$ cat src/rtl/xlat_cache_pkg.sv
package xlat_cache_pkg;
    localparam int PERM_W = 2;
    localparam logic [PERM_W-1:0] PERM_NONE = 2'b00;

    typedef enum logic [1:0] {
        OCC_EMPTY   = 2'd0,
        OCC_PARTIAL = 2'd1,
        OCC_FULL    = 2'd2
    } occ_state_e;
endpackage

$ cat src/rtl/xlat_cache_cam.sv
module xlat_cache_cam #(
    parameter int ENTRIES     = 8,
    parameter int KEY_W       = 44,
    parameter int DEVID_W     = 16,
    parameter int DEVID_SHIFT = 28
) (
    input  logic [ENTRIES-1:0][KEY_W-1:0] keys,
    input  logic [ENTRIES-1:0]            valid,
    input  logic [KEY_W-1:0]              lk_key,
    input  logic [KEY_W-1:0]              up_key,
    input  logic [DEVID_W-1:0]            inv_devid,
    output logic [ENTRIES-1:0]            lk_match,
    output logic [ENTRIES-1:0]            up_match,
    output logic [ENTRIES-1:0]            dev_match
);
    for (genvar g = 0; g < ENTRIES; g++) begin : g_slot
        assign lk_match[g]  = valid[g] && (keys[g] == lk_key);
        assign up_match[g]  = valid[g] && (keys[g] == up_key);
        assign dev_match[g] = valid[g] && (keys[g][DEVID_SHIFT +: DEVID_W] == inv_devid);
    end
endmodule

$ cat src/rtl/xlat_cache_ctrl.sv
module xlat_cache_ctrl
    import xlat_cache_pkg::*;
#(
    parameter int ENTRIES = 8
) (
    input  logic               clk,
    input  logic               rst_n,
    input  logic               upd_ok,
    input  logic               inv_all,
    input  logic               inv_dev,
    input  logic [ENTRIES-1:0] up_match,
    input  logic [ENTRIES-1:0] dev_match,
    output logic [ENTRIES-1:0] wr_sel,
    output logic [ENTRIES-1:0] valid_q,
    output occ_state_e         state_q
);
    localparam int CNT_W = $clog2(ENTRIES + 1);

    occ_state_e         state_d;
    logic [ENTRIES-1:0] valid_d;
    logic [CNT_W-1:0]   occ_d;

    function automatic logic [ENTRIES-1:0] lowest_free(input logic [ENTRIES-1:0] v);
        logic [ENTRIES-1:0] sel;
        sel = '0;
        for (int i = ENTRIES - 1; i >= 0; i--) begin
            if (!v[i]) sel = ENTRIES'(1) << i;
        end
        return sel;
    endfunction

    function automatic logic [CNT_W-1:0] occupancy(input logic [ENTRIES-1:0] v);
        logic [CNT_W-1:0] n;
        n = '0;
        for (int i = 0; i < ENTRIES; i++) n = n + CNT_W'(v[i]);
        return n;
    endfunction

    // State register
    always_ff @(posedge clk or negedge rst_n) begin
        if (!rst_n) begin
            state_q <= OCC_EMPTY;
            valid_q <= '0;
        end else begin
            state_q <= state_d;
            valid_q <= valid_d;
        end
    end

    // Next contents, write select and next state
    always_comb begin
        wr_sel  = '0;
        valid_d = valid_q;
        if (inv_all) begin
            valid_d = '0;
        end else if (inv_dev) begin
            valid_d = valid_q & ~dev_match;
        end else if (upd_ok) begin
            unique case (state_q)
                OCC_FULL: begin
                    // T_FLUSH_INSERT
                    wr_sel  = ENTRIES'(1);
                    valid_d = ENTRIES'(1);
                end
                OCC_EMPTY, OCC_PARTIAL: begin
                    // T_FILL or in-place replacement
                    if (|up_match) wr_sel = up_match;
                    else           wr_sel = lowest_free(valid_q);
                    valid_d = valid_q | wr_sel;
                end
                default: begin
                    wr_sel  = '0;
                    valid_d = valid_q;
                end
            endcase
        end
        occ_d = occupancy(valid_d);
        if (occ_d == '0)                      state_d = OCC_EMPTY;
        else if (occ_d == CNT_W'(ENTRIES))    state_d = OCC_FULL;
        else                                  state_d = OCC_PARTIAL;
    end
endmodule

$ cat src/rtl/xlat_cache.sv
module xlat_cache
    import xlat_cache_pkg::*;
#(
    parameter int ENTRIES     = 8,
    parameter int DEVID_W     = 16,
    parameter int ADDR_W      = 40,
    parameter int DOM_W       = 16,
    parameter int PAGE_SHIFT  = 12,
    parameter int DEVID_SHIFT = 28
) (
    input  logic               clk,
    input  logic               rst_n,
    input  logic               lk_valid,
    input  logic [DEVID_W-1:0] lk_devid,
    input  logic [ADDR_W-1:0]  lk_gaddr,
    output logic               lk_hit,
    output logic [ADDR_W-1:0]  lk_addr,
    output logic [PERM_W-1:0]  lk_perm,
    output logic [DOM_W-1:0]   lk_domid,
    output logic [ADDR_W-1:0]  lk_mask,
    input  logic               upd_valid,
    input  logic [DEVID_W-1:0] upd_devid,
    input  logic [ADDR_W-1:0]  upd_gaddr,
    input  logic [PERM_W-1:0]  upd_perm,
    input  logic [ADDR_W-1:0]  upd_xaddr,
    input  logic [ADDR_W-1:0]  upd_mask,
    input  logic [DOM_W-1:0]   upd_domid,
    input  logic               inv_all,
    input  logic               inv_dev_valid,
    input  logic [DEVID_W-1:0] inv_devid
);
    localparam int KEY_W = DEVID_SHIFT + DEVID_W;

    function automatic logic [KEY_W-1:0] make_key(input logic [DEVID_W-1:0] dev,
                                                  input logic [ADDR_W-1:0]  ga);
        logic [KEY_W-1:0] k;
        k = KEY_W'(dev) << DEVID_SHIFT;
        k = k | KEY_W'(ga >> PAGE_SHIFT);
        return k;
    endfunction

    logic [ENTRIES-1:0][KEY_W-1:0]  key_q;
    logic [ENTRIES-1:0][ADDR_W-1:0] xa_q;
    logic [ENTRIES-1:0][ADDR_W-1:0] mask_q;
    logic [ENTRIES-1:0][PERM_W-1:0] perm_q;
    logic [ENTRIES-1:0][DOM_W-1:0]  dom_q;

    logic [ENTRIES-1:0] valid_q, wr_sel, lk_match, up_match, dev_match;
    occ_state_e         state_q;
    logic               upd_ok;

    assign upd_ok = upd_valid && (upd_perm != PERM_NONE);

    xlat_cache_cam #(
        .ENTRIES(ENTRIES), .KEY_W(KEY_W), .DEVID_W(DEVID_W), .DEVID_SHIFT(DEVID_SHIFT)
    ) u_cam (
        .keys      (key_q),
        .valid     (valid_q),
        .lk_key    (make_key(lk_devid, lk_gaddr)),
        .up_key    (make_key(upd_devid, upd_gaddr)),
        .inv_devid (inv_devid),
        .lk_match  (lk_match),
        .up_match  (up_match),
        .dev_match (dev_match)
    );

    xlat_cache_ctrl #(.ENTRIES(ENTRIES)) u_ctrl (
        .clk       (clk),
        .rst_n     (rst_n),
        .upd_ok    (upd_ok),
        .inv_all   (inv_all),
        .inv_dev   (inv_dev_valid),
        .up_match  (up_match),
        .dev_match (dev_match),
        .wr_sel    (wr_sel),
        .valid_q   (valid_q),
        .state_q   (state_q)
    );

    for (genvar g = 0; g < ENTRIES; g++) begin : g_store
        always_ff @(posedge clk) begin
            if (wr_sel[g]) begin
                key_q[g]  <= make_key(upd_devid, upd_gaddr);
                xa_q[g]   <= upd_xaddr;
                mask_q[g] <= upd_mask;
                perm_q[g] <= upd_perm;
                dom_q[g]  <= upd_domid;
            end
        end
    end

    // One-hot read mux for the lookup result
    always_comb begin
        logic [ADDR_W-1:0] xa_sel;
        xa_sel   = '0;
        lk_mask  = '0;
        lk_perm  = '0;
        lk_domid = '0;
        for (int i = 0; i < ENTRIES; i++) begin
            if (lk_match[i]) begin
                xa_sel   = xa_sel   | xa_q[i];
                lk_mask  = lk_mask  | mask_q[i];
                lk_perm  = lk_perm  | perm_q[i];
                lk_domid = lk_domid | dom_q[i];
            end
        end
        lk_hit  = lk_valid && (|lk_match);
        lk_addr = (xa_sel & ~lk_mask) | (lk_gaddr & lk_mask);
    end
endmodule

$ cat config.mk
export PLATFORM = sky130hd
export DESIGN_NAME = xlat_cache
export DESIGN_NICKNAME = d
export VERILOG_FILES = /design/src/rtl/xlat_cache_pkg.sv /design/src/rtl/xlat_cache_cam.sv /design/src/rtl/xlat_cache_ctrl.sv /design/src/rtl/xlat_cache.sv
export SDC_FILE = /design/constraint.sdc
export NUM_CORES = 2
export LEC_CHECK = 0
export BUFFER_PORTS_ARGS = -buffer_cell sky130_fd_sc_hd__buf_2
export CAP_MARGIN = 20
export CORE_UTILIZATION = 52
export CTS_CLUSTER_DIAMETER = 150
export CTS_CLUSTER_SIZE = 40
export DETAILED_ROUTE_END_ITERATION = 10
export MAX_ROUTING_LAYER = met4
export PLACE_DENSITY = 0.74
export SETUP_SLACK_MARGIN = 0.4
export SLEW_MARGIN = 20
export SYNTH_ARGS = -nofsm -noshare
export SYNTH_HDL_FRONTEND = slang
export SYNTH_SLANG_ARGS = --single-unit
$ cat constraint.sdc
create_clock -name clk -period 9.3 [get_ports clk]
set_clock_uncertainty 0.15 [all_clocks]
set_input_delay 1.395 -clock clk [delete_from_list [all_inputs] [get_ports clk]]
set_output_delay 1.395 -clock clk [all_outputs]
set_load 0.03 [all_outputs]
==> insert_results.sql <==
INSERT INTO impl_metrics (metric_group, metric, value, unit) VALUES
('cts', 'htreeDepth', '2', ''),
('job', 'max_cap_violations', '0', ''),
('pwr', 'internal_power', '6.57', 'mW'),
('pwr', 'power.ir.vdd_worst', '0.188', 'mV'),
('pwr', 'total_power', '8.46', 'mW'),
('place', 'finalWeightedCongestion', '0.985', ''),
('routing', 'met2WireLength', '71100', 'µm'),
('status', 'status', 'complete, no violations', ''),
('final_layout', 'layout.core_utilization', '56.6', '%'),
('logic_synthesis', 'syn_area', '0.0492', 'mm²'),
('floorplanning', 'dieWidth', '310', 'µm'),
('place', 'placement.setup.worst_slack', '1.70', 'ns'),
('timing', 'postLayoutSetupSlackWorst', '2.22', 'ns'),
('cts', 'clk-insertion-delay-late', '0.66', 'ns'),
('floorplanning', 'fp.dieArea', '0.0958', 'mm²'),
('routing', 'route.top_layer_used', 'met4', ''),
('cts', 'clk_pin_slew', '0.16', 'ns'),
('logic_synthesis', 'synth_commonest_cells', '1136 x edfxtp_1, 413 x xnor2_1, 391 x xor2_1, 185 x nand4_1, 148 x a22oi_1', ''),
('routing', 'remaining_drc_errors', '0', ''),
('worst_setup_path', 'end_kind', 'output port', ''),
('routing', 'route.vias.total', '30000', ''),
('floorplanning', 'initial_utilization', '52.6', '%'),
('pwr', 'seqPwrFrac', '67.5', '%'),
('pwr', 'power.share.switching', '22.3', '%'),
('worst_setup_path', 'critical_path.startpoint_type', 'input port', ''),
('pwr', 'power_frac_comb', '6.6', '%'),
('routing', 'detail_route.first_pass.iterations', '6', ''),
('logic_synthesis', 'synthesis.area_per_instance', '15.9', 'µm²'),
('worst_setup_path', 'worstPathMaxFanout', '56', ''),
('logic_synthesis', 'number_of_warnings_reported_in_the_yosys_synthesis_log', '0', ''),
('floorplanning', 'die-height', '310', 'µm'),
('grt', 'vias_in_the_first_global_route', '28200', ''),
('logic_synthesis', 'post_synth_main_area_contributors', 'edfxtp_1 69%, xnor2_1 7.4%, xor2_1 7.0%', ''),
('logic_synthesis', 'postSynth.asyncResetShare', '0.873', '%'),
('timing', 'period_needed', '7.08', 'ns'),
('final_layout', 'syn_to_final_growth', '7.57', '%'),
('final_layout', 'layout.area.seq', '0.0344', 'mm²'),
('pwr', 'power.switching', '1.89', 'mW'),
('routing', 'remaining_number_of_nets_flagged_by_the_antenna_check_after_routing', '0', ''),
('timing', 'achievable-frequency', '0.141', 'GHz'),
('logic_synthesis', 'total_of_flip_flops_plus_latches_after_synthesis', '1146', ''),
('routing', 'drtIter0Drc', '4651', ''),
('timing', 'total_setup_violations_reported_at_the_end_of_the_flow', '0', ''),
('grt', 'globalRouteOverflowTotal', '0', ''),
('grt', 'grt_first_pass_wirelength', '217000', 'µm'),
('cts', 'post_cts_resize_count', '0', ''),
('logic_synthesis', 'synth_most_common_cell', 'edfxtp_1', ''),
('cts', 'clock_sinks', '1146', ''),
('final_layout', 'multiInputGateArea', '0.0138', 'mm²'),
('worst_setup_path', 'required', '7.76', 'ns'),
('cts', 'clock_tree.root_cell', 'clkbuf_16', ''),
('pwr', 'share_clk_of_total_power', '25.8', '%'),
('final_layout', 'total_nets_final', '3545', ''),
('timing', 'timing.final.max_slew_violations', '0', ''),
('logic_synthesis', 'mappedNetlistNets', '3340', ''),
('worst_setup_path', 'cells_traversed_along_the_worst_timing_path', 'buf_2 > xor2_1 > nor4_1 > nand4_1 > nor3_4 > buf_12 > buf_4 > a22oi_1 > nand4_1 > mux2_1 > buf_2', ''),
('routing', 'totalWireLength', '158000', 'µm'),
('place', 'hpwlAfterDp', '94300', 'µm'),
('routing', 'vias_per_cell', '6.53', ''),
('grt', 'largest_net_degree_at_the_start_of_global_routing', '143', ''),
('cts', 'post_cts_buffers', '0', ''),
('timing', 'rsz_0062_raised_after_global_routing', 'no', ''),
('cts', 'cts_max_path_buffers', '3', ''),
('grt', 'initial_antenna_violation_count', '29', ''),
('timing', 'finalHoldViolCount', '0', ''),
('logic_synthesis', 'yosys.area.top_type_share', '69.4', '%'),
('grt', 'grtUsageTotal', '33.7', '%'),
('logic_synthesis', 'count_of_flip_flops_with_a_built_in_enable_after_synthesis', '1136', ''),
('timing', 'tightest_slew', '1.12', 'ns'),
('logic_synthesis', 'sequential_cell_area_fraction_in_the_yosys_report', '69.9', '%'),
('place', 'numPortBuffers', '318', '');
critical path, delay by kind of cell:
kind | cells | cell delay [ns]
buffers and inverters | 4 | 1.41
muxes | 1 | 0.18
and+or+nand+nor | 4 | 2.06
xor gates and xnor gates | 1 | 0.17
AOI/OAI and AO/OA | 1 | 0.15
power groups by stage:
stage | registers [mW] | logic, mW | clock network (mW)
after floorplan | 5.83 | 0.258 | 0
final | 5.71 | 0.562 | 2.19
after detailed placement | 5.83 | 0.538 | 0
after CTS | 5.71 | 0.540 | 2.19
after global routing | 5.71 | 0.572 | 2.34
after global placement | 5.83 | 0.533 | 0
cells in the final DEF, fill, tap and decap left out, drive strengths merged, types with 3 or more instances in the layout:
master,n
a221oi,29
nand2,114
nor2,9
clkbuf,38
xor2,391
mux2,42
dfrtp,10
nand4,189
o22ai,5
a31oi,5
nor4,127
buf,357
diode,27
edfxtp,1136
inv,32
a22oi,148
a21oi,17
fa,4
a222oi,98
o2bb2ai,4
xnor2,415
ha,3
nand3,51
a22o,28
o21ai,11
nor3,11
kinds of logic after synthesis:
kind of cell | after synthesis | share of synthesized area (%)
fa+ha+maj | 7 | 0.239
simple gates | 518 | 6.12
mux | 42 | 0.962
flops | 1146 | 69.9
buf+inv | 218 | 2.30
compound gates | 364 | 6.11
xor+xnor | 806 | 14.4
cell type report:
| type | instances | area share (%) |
|---|---|---|
| sequential | 1146 | 65.0 |
| timing repair buffer | 357 | 3.88 |
| multi-input combinational | 1737 | 26.0 |
| clock buffer | 38 | 1.64 |
| antenna | 27 | 0.128 |
| inverter | 30 | 0.213 |
| tap | 1254 | 2.97 |
| clock inverter | 6 | 0.196 |
sequential cells by signal (all words and copies together), names as in the netlist:
signal          count
xa_q              320
perm_q             16
u_ctrl.state_q      2
mask_q            320
u_ctrl.valid_q      8
dom_q             128
key_q             352
metrics by stage:
stage	cell area, µm²	cells
6_report	52900	4595
3_5_place_dp	51900	4524
4_1_cts	52800	4568
2_1_floorplan	49200	3101
5_1_grt	52900	4588
3_3_place_gp	51800	4523
metal layers:
layer	GRT usage, %	up-vias
li1	-	12400
met1	43.9	15100
met2	49.3	2088
met3	9.31	393
met4	15.2	0
met5	-	-
path summary, 6_finish.rpt:
check / startpoint / endpoint / cells after the start
min: rst_n / u_ctrl.valid_q[5] / 1
min in group clk: u_ctrl.valid_q[1] / u_ctrl.valid_q[1] / 2
max in group asynchronous: rst_n / u_ctrl.valid_q[0] / 1
min reg2reg: u_ctrl.valid_q[1] / u_ctrl.valid_q[1] / 2
max reg2reg: key_q[39] / u_ctrl.state_q[1] / 16
max: lk_gaddr[18] / lk_addr[3] / 11
No activity file was read; power rests on OpenSTA's default activity.
